<file path="config.mk">
export PLATFORM = sky130hd
export DESIGN_NAME = dsi_vid_timing
export DESIGN_NICKNAME = d
export VERILOG_FILES = /design/src/rtl/vt_pkg.sv /design/src/rtl/vt_hline.sv /design/src/rtl/vt_chunk.sv /design/src/rtl/vt_vseq.sv /design/src/rtl/dsi_vid_timing.sv
export SDC_FILE = /design/constraint.sdc
export NUM_CORES = 1
export LEC_CHECK = 0
export CORE_UTILIZATION = 47
export CTS_CLUSTER_DIAMETER = 40
export DETAILED_ROUTE_END_ITERATION = 10
export PLACE_DENSITY_LB_ADDON = 0.25
export SLEW_MARGIN = 0
export SYNTH_ARGS = -nofsm -noshare
export SYNTH_HDL_FRONTEND = slang
export SYNTH_SLANG_ARGS = --single-unit
</file>
<file path="constraint.sdc">
create_clock -name clk_i -period 8.62 [get_ports clk_i]
set_clock_uncertainty 0.05 [all_clocks]
set_input_delay 0.862 -clock clk_i [delete_from_list [all_inputs] [get_ports clk_i]]
set_output_delay 0.862 -clock clk_i [all_outputs]
set_load 0.01 [all_outputs]
</file>
<file path="src/rtl/vt_pkg.sv">
package vt_pkg;
  localparam int HW        = 16;  // horizontal count and packet fields
  localparam int VW        = 10;  // vertical blanking fields
  localparam int AW        = 16;  // active line count
  localparam int NW        = 10;  // null packet size
  localparam int HDR_BYTES = 6;   // per-packet overhead in byte clocks

  localparam logic [1:0] VR_SYNC  = 2'd0;
  localparam logic [1:0] VR_BACK  = 2'd1;
  localparam logic [1:0] VR_ACT   = 2'd2;
  localparam logic [1:0] VR_FRONT = 2'd3;

  localparam logic [1:0] MODE_EVENTS = 2'b01;

  typedef struct packed {
    logic [HW-1:0] hsa;
    logic [HW-1:0] hbp;
    logic [HW-1:0] line;
    logic [VW-1:0] vsa;
    logic [VW-1:0] vbp;
    logic [VW-1:0] vfp;
    logic [AW-1:0] vact;
    logic [1:0]    mode;
    logic [5:0]    lp_en;  // 0 vsync,1 vbp,2 vfp,3 vact,4 hbp,5 hfp
    logic [HW-1:0] pkt;
    logic [HW-1:0] chunks;
    logic [NW-1:0] nul;
  } vt_cfg_t;

  function automatic logic [AW-1:0] reg_len(vt_cfg_t c, logic [1:0] r);
    case (r)
      VR_SYNC: return AW'(c.vsa);
      VR_BACK: return AW'(c.vbp);
      VR_ACT:  return c.vact;
      default: return AW'(c.vfp);
    endcase
  endfunction

  // first region at or after 'from' with nonzero length, 4 when none
  function automatic logic [2:0] first_region(vt_cfg_t c, logic [2:0] from);
    logic [2:0] res;
    res = 3'd4;
    for (int i = 3; i >= 0; i--)
      if (3'(i) >= from && reg_len(c, 2'(i)) != '0) res = 3'(i);
    return res;
  endfunction
endpackage

</file>
<file path="src/rtl/vt_hline.sv">
module vt_hline
  import vt_pkg::*;
(
  input  logic          clk_i,
  input  logic          rst_ni,
  input  logic          clr_i,
  input  logic          adv_i,
  input  logic [HW-1:0] hsa_i,
  input  logic [HW-1:0] hbp_i,
  input  logic [HW-1:0] line_i,
  output logic [HW-1:0] hcnt_o,
  output logic          line_end_o,
  output logic          hs_o,
  output logic          hb_o,
  output logic          act_pt_o,
  output logic          hsa_pt_o
);
  logic [HW:0]   act_at;
  logic [HW-1:0] last;

  assign act_at     = {1'b0, hsa_i} + {1'b0, hbp_i};
  assign last       = (line_i == '0) ? '0 : line_i - 1'b1;
  assign line_end_o = (hcnt_o == last);
  assign hs_o       = (hcnt_o < hsa_i);
  assign hb_o       = !hs_o && ({1'b0, hcnt_o} < act_at);
  assign act_pt_o   = ({1'b0, hcnt_o} == act_at);
  assign hsa_pt_o   = (hcnt_o == hsa_i);

  always_ff @(posedge clk_i or negedge rst_ni) begin
    if (!rst_ni)         hcnt_o <= '0;
    else if (clr_i)      hcnt_o <= '0;
    else if (adv_i)      hcnt_o <= line_end_o ? '0 : hcnt_o + 1'b1;
  end
endmodule

</file>
<file path="src/rtl/vt_chunk.sv">
module vt_chunk
  import vt_pkg::*;
(
  input  logic          clk_i,
  input  logic          rst_ni,
  input  logic          clr_i,
  input  logic          start_i,
  input  logic          line_end_i,
  input  logic          burst_i,
  input  logic [HW-1:0] pkt_i,
  input  logic [HW-1:0] chunks_i,
  input  logic [NW-1:0] null_i,
  output logic          win_o,
  output logic          pix_o,
  output logic          nul_o
);
  localparam int SW = HW + 2;

  logic [SW-1:0] pkt_len, nul_len, slot, s_q, cur_s;
  logic [HW-1:0] n_chunks, c_q, cur_c;
  logic          busy_q, nul_on;

  assign nul_on   = !burst_i && (null_i != '0);
  assign pkt_len  = SW'(pkt_i) + SW'(HDR_BYTES);
  assign nul_len  = nul_on ? SW'(null_i) + SW'(HDR_BYTES) : '0;
  assign slot     = pkt_len + nul_len;
  assign n_chunks = (burst_i || chunks_i == '0) ? HW'(1) : chunks_i;

  assign cur_s = start_i ? '0 : s_q;
  assign cur_c = start_i ? '0 : c_q;
  assign win_o = start_i || busy_q;
  assign pix_o = win_o && (cur_s == '0);
  assign nul_o = win_o && nul_on && (cur_s == pkt_len);

  always_ff @(posedge clk_i or negedge rst_ni) begin
    if (!rst_ni) begin
      busy_q <= 1'b0;
      s_q    <= '0;
      c_q    <= '0;
    end else if (clr_i || line_end_i) begin
      busy_q <= 1'b0;
      s_q    <= '0;
      c_q    <= '0;
    end else if (win_o) begin
      if (cur_s == slot - 1'b1) begin
        s_q    <= '0;
        c_q    <= cur_c + 1'b1;
        busy_q <= (cur_c != n_chunks - 1'b1);
      end else begin
        s_q    <= cur_s + 1'b1;
        c_q    <= cur_c;
        busy_q <= 1'b1;
      end
    end
  end
endmodule

</file>
<file path="src/rtl/vt_vseq.sv">
module vt_vseq
  import vt_pkg::*;
(
  input  vt_cfg_t       cfg_q_i,
  input  vt_cfg_t       cfg_live_i,
  input  logic [1:0]    vreg_i,
  input  logic [AW-1:0] vcnt_i,
  output logic [1:0]    nxt_reg_o,
  output logic [AW-1:0] nxt_cnt_o,
  output logic          nxt_frame_o,
  output logic [1:0]    start_reg_o
);
  logic [AW-1:0] cur_len;
  logic [2:0]    in_frame, fresh;
  logic          stay;

  assign cur_len     = reg_len(cfg_q_i, vreg_i);
  assign stay        = ((AW+1)'(vcnt_i) + 1'b1) < (AW+1)'(cur_len);
  assign in_frame    = first_region(cfg_q_i, {1'b0, vreg_i} + 3'd1);
  assign fresh       = first_region(cfg_live_i, 3'd0);
  assign start_reg_o = fresh[2] ? VR_SYNC : fresh[1:0];

  always_comb begin
    nxt_frame_o = 1'b0;
    nxt_cnt_o   = '0;
    nxt_reg_o   = start_reg_o;
    if (stay) begin
      nxt_reg_o = vreg_i;
      nxt_cnt_o = vcnt_i + 1'b1;
    end else if (!in_frame[2]) begin
      nxt_reg_o = in_frame[1:0];
    end else begin
      nxt_frame_o = 1'b1;
    end
  end
endmodule

</file>
<file path="src/rtl/dsi_vid_timing.sv">
module dsi_vid_timing
  import vt_pkg::*;
(
  input  logic          clk_i,
  input  logic          rst_ni,
  input  logic          run_i,
  input  logic [31:0]   hblk_i,
  input  logic [15:0]   line_time_i,
  input  logic [29:0]   vblk_i,
  input  logic [15:0]   vact_i,
  input  logic [13:0]   mode_cfg_i,
  input  logic [31:0]   pkt_cfg_i,
  input  logic [9:0]    null_size_i,
  output logic [1:0]    vregion_o,
  output logic          frame_start_o,
  output logic          sync_start_o,
  output logic          sync_end_o,
  output logic          pixel_pkt_o,
  output logic          null_pkt_o,
  output logic          blank_o,
  output logic          lp_allowed_o
);
  vt_cfg_t       cfg_live, cfg_q;
  logic          running_q, first_q;
  logic [1:0]    vreg_q;
  logic [AW-1:0] vcnt_q;
  logic [HW-1:0] hcnt;
  logic          line_end, hs, hb, act_pt, hsa_pt;
  logic          win, pix, nul, act_line, en_v, pulse;
  logic [1:0]    nxt_reg, start_reg;
  logic [AW-1:0] nxt_cnt;
  logic          nxt_frame;

  always_comb begin
    cfg_live        = '0;
    cfg_live.hsa    = hblk_i[31:16];
    cfg_live.hbp    = hblk_i[15:0];
    cfg_live.line   = line_time_i;
    cfg_live.vsa    = vblk_i[29:20];
    cfg_live.vbp    = vblk_i[19:10];
    cfg_live.vfp    = vblk_i[9:0];
    cfg_live.vact   = vact_i;
    cfg_live.mode   = mode_cfg_i[1:0];
    cfg_live.lp_en  = mode_cfg_i[13:8];
    cfg_live.pkt    = pkt_cfg_i[15:0];
    cfg_live.chunks = pkt_cfg_i[31:16];
    cfg_live.nul    = null_size_i;
  end

  vt_hline u_hline (
    .clk_i      (clk_i),
    .rst_ni     (rst_ni),
    .clr_i      (!(run_i && running_q)),
    .adv_i      (running_q),
    .hsa_i      (cfg_q.hsa),
    .hbp_i      (cfg_q.hbp),
    .line_i     (cfg_q.line),
    .hcnt_o     (hcnt),
    .line_end_o (line_end),
    .hs_o       (hs),
    .hb_o       (hb),
    .act_pt_o   (act_pt),
    .hsa_pt_o   (hsa_pt)
  );

  assign act_line = running_q && (vreg_q == VR_ACT);

  vt_chunk u_chunk (
    .clk_i      (clk_i),
    .rst_ni     (rst_ni),
    .clr_i      (!(run_i && running_q)),
    .start_i    (act_line && act_pt),
    .line_end_i (line_end),
    .burst_i    (cfg_q.mode[1]),
    .pkt_i      (cfg_q.pkt),
    .chunks_i   (cfg_q.chunks),
    .null_i     (cfg_q.nul),
    .win_o      (win),
    .pix_o      (pix),
    .nul_o      (nul)
  );

  vt_vseq u_vseq (
    .cfg_q_i     (cfg_q),
    .cfg_live_i  (cfg_live),
    .vreg_i      (vreg_q),
    .vcnt_i      (vcnt_q),
    .nxt_reg_o   (nxt_reg),
    .nxt_cnt_o   (nxt_cnt),
    .nxt_frame_o (nxt_frame),
    .start_reg_o (start_reg)
  );

  always_ff @(posedge clk_i or negedge rst_ni) begin
    if (!rst_ni) begin
      running_q <= 1'b0;
      first_q   <= 1'b0;
      vreg_q    <= VR_SYNC;
      vcnt_q    <= '0;
      cfg_q     <= '0;
    end else if (!run_i) begin
      running_q <= 1'b0;
      first_q   <= 1'b0;
      vreg_q    <= VR_SYNC;
      vcnt_q    <= '0;
    end else if (!running_q) begin
      running_q <= 1'b1;
      first_q   <= 1'b1;
      cfg_q     <= cfg_live;
      vreg_q    <= start_reg;
      vcnt_q    <= '0;
    end else if (line_end) begin
      first_q <= nxt_frame;
      vreg_q  <= nxt_reg;
      vcnt_q  <= nxt_cnt;
      if (nxt_frame) cfg_q <= cfg_live;
    end
  end

  always_comb begin
    case (vreg_q)
      VR_SYNC:  en_v = cfg_q.lp_en[0];
      VR_BACK:  en_v = cfg_q.lp_en[1];
      VR_ACT:   en_v = cfg_q.lp_en[3];
      default:  en_v = cfg_q.lp_en[2];
    endcase
  end

  assign pulse         = (cfg_q.mode != MODE_EVENTS);
  assign vregion_o     = vreg_q;
  assign sync_start_o  = running_q && (hcnt == '0);
  assign frame_start_o = sync_start_o && first_q;
  assign sync_end_o    = running_q && pulse && hsa_pt;
  assign pixel_pkt_o   = pix;
  assign null_pkt_o    = nul;
  assign blank_o       = running_q && !act_line && act_pt;
  assign lp_allowed_o  = running_q && !hs && !win &&
                         (act_line ? (cfg_q.lp_en[3] && (hb ? cfg_q.lp_en[4] : cfg_q.lp_en[5]))
                                   : en_v);
endmodule

</file>
* After elaboration in Yosys (flattened, before gate mapping)
Index checks and enable logic that the tools add are counted.
** Operators by class
- Muxes and demuxes :: 48
- Eq/ne operators :: 14
- Reductions and logical operators :: 47
- Magnitude comparators :: 7
- $add $sub $neg :: 13
** Operators with widths (count)
- two-way mux 144 bit :: 3
- two-way mux 16 bit :: 13
- nonzero test 16 bit :: 8
- two-way mux 18 bit :: 5
- adder 16 x 1 -> 16 bit (second input constant) :: 3
- logical NOT 16 bit :: 3
- one-hot mux 16 bit (3 select lines) :: 1
- equality test 18 bit :: 2
- equality test 16 bit :: 2
- subtractor 16 x 1 -> 16 bit (second input constant) :: 2
- two-way mux 3 bit :: 8
- logical AND 1 bit :: 22
- adder 18 x 1 -> 18 bit (second input constant) :: 1
- adder 18 bit :: 1
- logical NOT 18 bit :: 1
- subtractor 18 x 1 -> 18 bit (second input constant) :: 1
- adder 16 x 1 -> 17 bit (second input constant) :: 1
- adder 16 x 16 -> 17 bit :: 1
- adder 16 x 3 -> 17 bit (second input constant) :: 1
- equality test 16 x 17 -> 1 bit :: 1
- < comparator 16 x 17 -> 1 bit :: 1
- < comparator 17 x 16 -> 1 bit :: 1
- < comparator 16 bit :: 1
- != test 16 bit :: 1
- other kinds (20) :: 45
** Storage, ports and cells
- Word-level logic and storage cells :: 149
- Output and inout bits :: 9
- Bits in registers :: 215

* Logic depth before layout (Yosys ltp)
- Depth in word-level cells :: 12
- Gate-level depth with buffers :: 31

* Hierarchy
Synthesis repeated with hierarchy kept, for this count alone.
** Unflattened totals
- Cell total of the unflattened synthesis :: 1743
- Area, all modules :: 16509.6 µm²
** Modules (own cells, without submodules)
- dsi_vid_timing :: seq. area each 4103.9 µm², times used 1, cells each 392, area each 6540.0 µm²
- vt_chunk :: seq. area each 875.8 µm², times used 1, cells each 765, area each 5418.9 µm²
- vt_hline :: seq. area each 400.4 µm², times used 1, cells each 419, area each 3269.4 µm²
- vt_vseq :: seq. area each 0.0 µm², times used 1, cells each 167, area each 1281.2 µm²

* Worst setup path after synthesis
No wires, ideal clock.
- Path type :: register to register
- Start :: reg cfg_q[113] (netlist name)
- End :: reg u_chunk.s_q[16]
- Buffers on the path :: 3
- Cell stages (with the launch flop) :: 31
- Arrival :: 5824 ps
- Clock period less this slack :: 5956 ps
- Required time :: 8488 ps
- Setup slack :: 2664 ps
- Path through :: dfrtp_1 > ha_1 > a21o_1 > a21oi_1 > o21bai_1 > a21oi_1 > o21ai_0 > nand2_1 > a31oi_1 > o41ai_1 > nor2_1 > a311oi_1 > ha_1 > nand4_1 > nor4_1 > and3_1 > o211ai_1 > clkbuf_1 > clkbuf_1 > clkbuf_1 > and2_1 > ha_1 > nand3_1 > nor2_1 > and3_1 > and3_1 > and4_1 > and3_1 > nand3_1 > o41a_1 > a31oi_1
** On the way
- Cells in the longest elaborated chain, start to end :: 8
** Ends and longest elaborated chain
- start, declared :: line dsi_vid_timing.sv:23 : vt_cfg_t cfg_live, cfg_q;
- start signal, assigned :: line dsi_vid_timing.sv:109 : cfg_q <= cfg_live;
- start signal, assigned :: line dsi_vid_timing.sv:116 : if (nxt_frame) cfg_q <= cfg_live;
- adder 16 x 16 -> 17 bit (*) :: line vt_hline.sv:21 : assign act_at = {1'b0, hsa_i} + {1'b0, hbp_i};
- equality test 16 x 17 -> 1 bit (*) :: line vt_hline.sv:26 : assign act_pt_o = ({1'b0, hcnt_o} == act_at);
- logical AND 1 bit (*) :: line dsi_vid_timing.sv:72 : .start_i (act_line && act_pt),
- two-way mux 18 bit :: line vt_chunk.sv:29 : assign cur_s = start_i ? '0 : s_q;
- adder 18 x 1 -> 18 bit / equality test 18 bit (equally long branches) :: line vt_chunk.sv:50, vt_chunk.sv:45
- two-way mux 18 bit :: line vt_chunk.sv:45 : if (cur_s == slot - 1'b1) begin
- two-way mux 18 bit :: line vt_chunk.sv:44 : end else if (win_o) begin
- two-way mux 18 bit :: line vt_chunk.sv:40 : end else if (clr_i || line_end_i) begin
- end signal, assigned :: line vt_chunk.sv:50 : s_q <= cur_s + 1'b1;
- end, declared :: line vt_chunk.sv:19 : logic [SW-1:0] pkt_len, nul_len, slot, s_q, cur_s;
Mark *: on every way between the ends. The rest lies on a longest branch, timed or not. The select of a mux whose other input is x is not followed.
A chain may end at the register's enable or synchronous reset.

* Worst setup path in the final report
- Start :: reg cfg_q[113] (netlist name)
- End :: out null_pkt_o
** On the way
- Cells in the longest elaborated chain, start to end :: 6
** Ends and longest elaborated chain
- adder 16 x 16 -> 17 bit (*) :: line vt_hline.sv:21
- equality test 16 x 17 -> 1 bit (*) :: line vt_hline.sv:26
- logical AND 1 bit (*) :: line dsi_vid_timing.sv:72
- two-way mux 18 bit / logical OR 1 bit (equally long branches) :: line vt_chunk.sv:29, vt_chunk.sv:31
- equality test 18 bit / logical AND 1 bit (equally long branches) :: line vt_chunk.sv:33 : assign nul_o = win_o && nul_on && (cur_s == pkt_len);
- logical AND 1 bit (*) :: line vt_chunk.sv:33
- end, declared :: line dsi_vid_timing.sv:19 : output logic null_pkt_o,
Mark *: on every way between the ends. The rest lies on a longest branch, timed or not.

==> flow_metrics.py <==
metrics = {
    "run": {
        "drv_cap": 0,
    },
    "sta": {
        "rsz0062_at_grt": "no",
        "slew_headroom_pct": 18.90,
        "fin_crit_ps": 7332,
        "drv_slew": 0,
        "post-route-period-util_pct": 85.06,
        "worst-slew-pin-transition_ps": 1210,
        "hold_slack_ps": 318.4,
        "max_freq_ghz": 0.1364,
        "final-hold-violation-count": 0,
        "setup_viol": 0,
        "tns_ps": 0,
        "setup_slack_ps": 1288,
    },
    "logic_synthesis": {
        "synth_compound_area_share_pct": 15.27,
        "synth_top_family_by_area": "simple AND/OR/NAND/NOR gates",
        "synth_mux_area_share_pct": 11.28,
        "synthFlopType": "dfrtp_1",
        "netlist_area_sq_um": 15940,
        "synth_fp_nets": 2006,
        "ys_seq_area_share_pct": 33.75,
        "synth_seq_cells": 215,
        "syn-mean-instance-area_sq_um": 9.105,
        "synthAdderAreaFrac_pct": 8.099,
        "yosys.area_share.xor_xnor_pct": 6.482,
        "yosys_warnings": 0,
        "yosys-top-cells-area": "dfrtp_1 34%, ha_1 7.8%, mux2_1 7.3%",
        "synth_area_leader_cell": "dfrtp_1",
        "synth.distinct_cells": 83,
        "synthArstFlopShare_pct": 100.0,
        "synth_top_cell_area_share_pct": 33.75,
        "synthSimpleGateAreaFrac_pct": 20.11,
        "synth-edff-count": 0,
        "synth_cells": 1751,
    },
    "final_layout": {
        "final_cell_mix": "215 x dfrtp_1, 167 x nand2_1, 154 x clkdlybuf4s50_1",
        "multi_input_area_sq_um": 9783,
        "nets": 2118,
        "drive_above_1_share_pct": 6.833,
        "final_common_cell": "dfrtp_1",
        "seqCellArea_sq_um": 5380,
        "syn_to_final_growth_pct": 18.27,
        "fin_area_sq_um": 18860,
        "fillers": 2970,
    },
    "critical_path": {
        "critical_path_class": "flop to output port",
        "end_kind": "output port",
        "cp_top_family": "compound AO/OA/AOI/OAI gates",
        "crit_path_top_delay_cell": "o211a_1",
        "crit_chain": "ha_1 -> a21o_1 -> a21oi_1 -> o21bai_1 -> a21oi_1 -> o21ai_0 -> nand2_1 -> a31oi_1 -> o41ai_1 -> nor2_1 -> a311oi_1 -> ha_1 -> nand4_1 -> nor4_1 -> and3_1 -> o211a_1 -> nand3_1 -> o31ai_1 -> nand2_1 -> nor4_1 -> and4_1 -> clkdlybuf4s50_1",
        "crit_required_ps": 7710,
        "crit_buf_inv": 1,
        "critPathMaxFanout": 18,
        "critPathArrivalTime_ps": 6420,
        "max_stage_delay_ps": 670,
        "cp-start-kind": "flop",
    },
    "placed_design": {
        "io_buffers": 155,
        "dpl_cell_area_sq_um": 17740,
        "dp_slack_ps": 1886,
        "post-dp-hpwl_mm": 31.45,
        "gp_congestion": 0.9275,
    },
    "cts": {
        "cts_max_level": 2,
        "cts_buffers": 34,
        "clkTransAtPathRegs_ps": 50,
        "cts_setup_buffers": 0,
        "numClockSinks": 215,
        "cts_buffer_depth": 3,
        "hold_buffers": 0,
        "insertion_delay_ps": 530,
        "cts_resized": 0,
        "root_buffer": "clkbuf_16",
        "cts_tree": "done",
    },
    "pwr": {
        "finalPower_w": 0.004962,
        "leakage_nw": 7.991,
        "power_density_nw_per_um2": 263.2,
        "vdd_drop_max_mv": 0.1728,
    },
    "drt": {
        "drc": 0,
        "drt-total-wl_mm": 42.67,
        "routedWlPerCell_um": 18.24,
        "vias_per_cell": 5.930,
        "via_count": 13870,
        "detail-route-antenna-nets": 0,
        "first_iter_violations": 1100,
        "firstDrtPassIters": 6,
    },
    "outcome": {
        "status": "finished clean",
    },
    "grt": {
        "grt_max_degree": 106,
        "grt-ovfl-total": 0,
        "grt_pass1_vias": 13650,
        "antenna_found_initial": 5,
        "grt_usage_pct": 25.08,
        "grt_pass1_wl_mm": 69.35,
    },
    "floorplanning": {
        "io_pins": 162,
        "core_sq_um": 33450,
        "fp.dieH_um": 186.2,
        "die_w_um": 186.2,
        "rows": 67,
        "die_area_sq_um": 34660,
        "start_util_pct": 47.66,
    },
    "worst_hold_path": {
        "hold_class": "primary input to async pin",
    },
}
==> routing by layer <==
metal	track usage [%]	wire length (um)	share of wire (%)	vias to the layer above
met5	0	29	0.068	-
met4	8.459	1200	2.8	4
met2	42.42	20440	48	428
li1	-	-	-	6646
met3	4.147	2593	6.1	85
met1	32.53	18400	43	6708
==> area by class of cell <==
type	instances	share of cell area, %
well taps	448	2.973
diodes	3	0.03981
flip-flops and latches	215	28.53
repair buffers	169	8.812
clock inverters	22	1.115
inverters	94	1.871
clock buffers	39	4.771
multi-input cells	1349	51.88
==> cells in the mapped netlist (8+ instances only) <==
cell,n
buf_2,15
and4_1,8
o211ai_1,19
nor3_1,38
nor2_1,110
nor3b_1,8
o21ai_1,31
xnor2_1,54
mux2i_1,21
and3_1,26
nand2_1,167
dfrtp_1,215
a21oi_1,55
nand2b_1,25
a211oi_1,27
nand4_1,31
o31ai_1,12
nand3b_1,9
or2_2,13
xor2_1,56
o21a_1,18
nor2b_1,18
nand3_1,70
o21ai_0,61
mux2_1,104
mux2_2,15
a21o_1,23
a31oi_1,15
nor4_1,43
inv_1,94
or3_1,19
and2_1,12
ha_1,100
clkbuf_1,62
buf_6,10
mux4_2,11
==> worst register-to-register path, delay by kind of cell (launching register included) <==
kind / cells / cell delay, ps
flops: 1 / 380
fa+ha+maj: 2 / 500
compound gates: 13 / 3610
buf+inv: 1 / 420
simple gates: 7 / 1600
==> path summary, 6_finish.rpt <==
check | from | to | slack (ps) | depth (start not counted)
worst min-delay path | rst_ni | cfg_q[7] | 320 | 1
worst max-delay path | cfg_q[113] | null_pkt_o | 1290 | 22
worst max register to register | cfg_q[113] | u_chunk.c_q[7] | 1900 | 23
max in group asynchronous | rst_ni | u_hline.hcnt_o[7] | 6840 | 2
worst min register to register | cfg_q[88] | cfg_q[88] | 430 | 1
min in group clk_i | cfg_q[88] | cfg_q[88] | 430 | 1
==> through the flow <==
step	util, %	cells
CTS	56.35	2336
detailed placement	53.03	2275
finish	56.37	2339
global placement	53.03	2275
global route	56.36	2337
floorplan	-	1751
==> report_power, final <==
| group | switching (W) | internal (W) | total (W) |
|---|---|---|---|
| registers | 0.000197 | 0.00120 | 0.00140 |
| logic | 0.00125 | 0.000979 | 0.00223 |
| clock network | 0.000513 | 0.000820 | 0.00133 |
==> cells by family after synthesis <==
logic type,Yosys count
buffers and inverters,187
and+or+nand+nor,623
AOI/OAI and AO/OA,360
muxes,151
adders and majority gates,102
DFF,215
xor gates and xnor gates,113
==> registers in the layout, indices dropped and copies added (netlist names) <==
signal          flops
vregion_o           2
vcnt_q             16
u_chunk.c_q        16
first_q             1
u_hline.hcnt_o     16
running_q           1
u_chunk.busy_q      1
u_chunk.s_q        18
cfg_q             144
(Power assumes the default switching activity.)
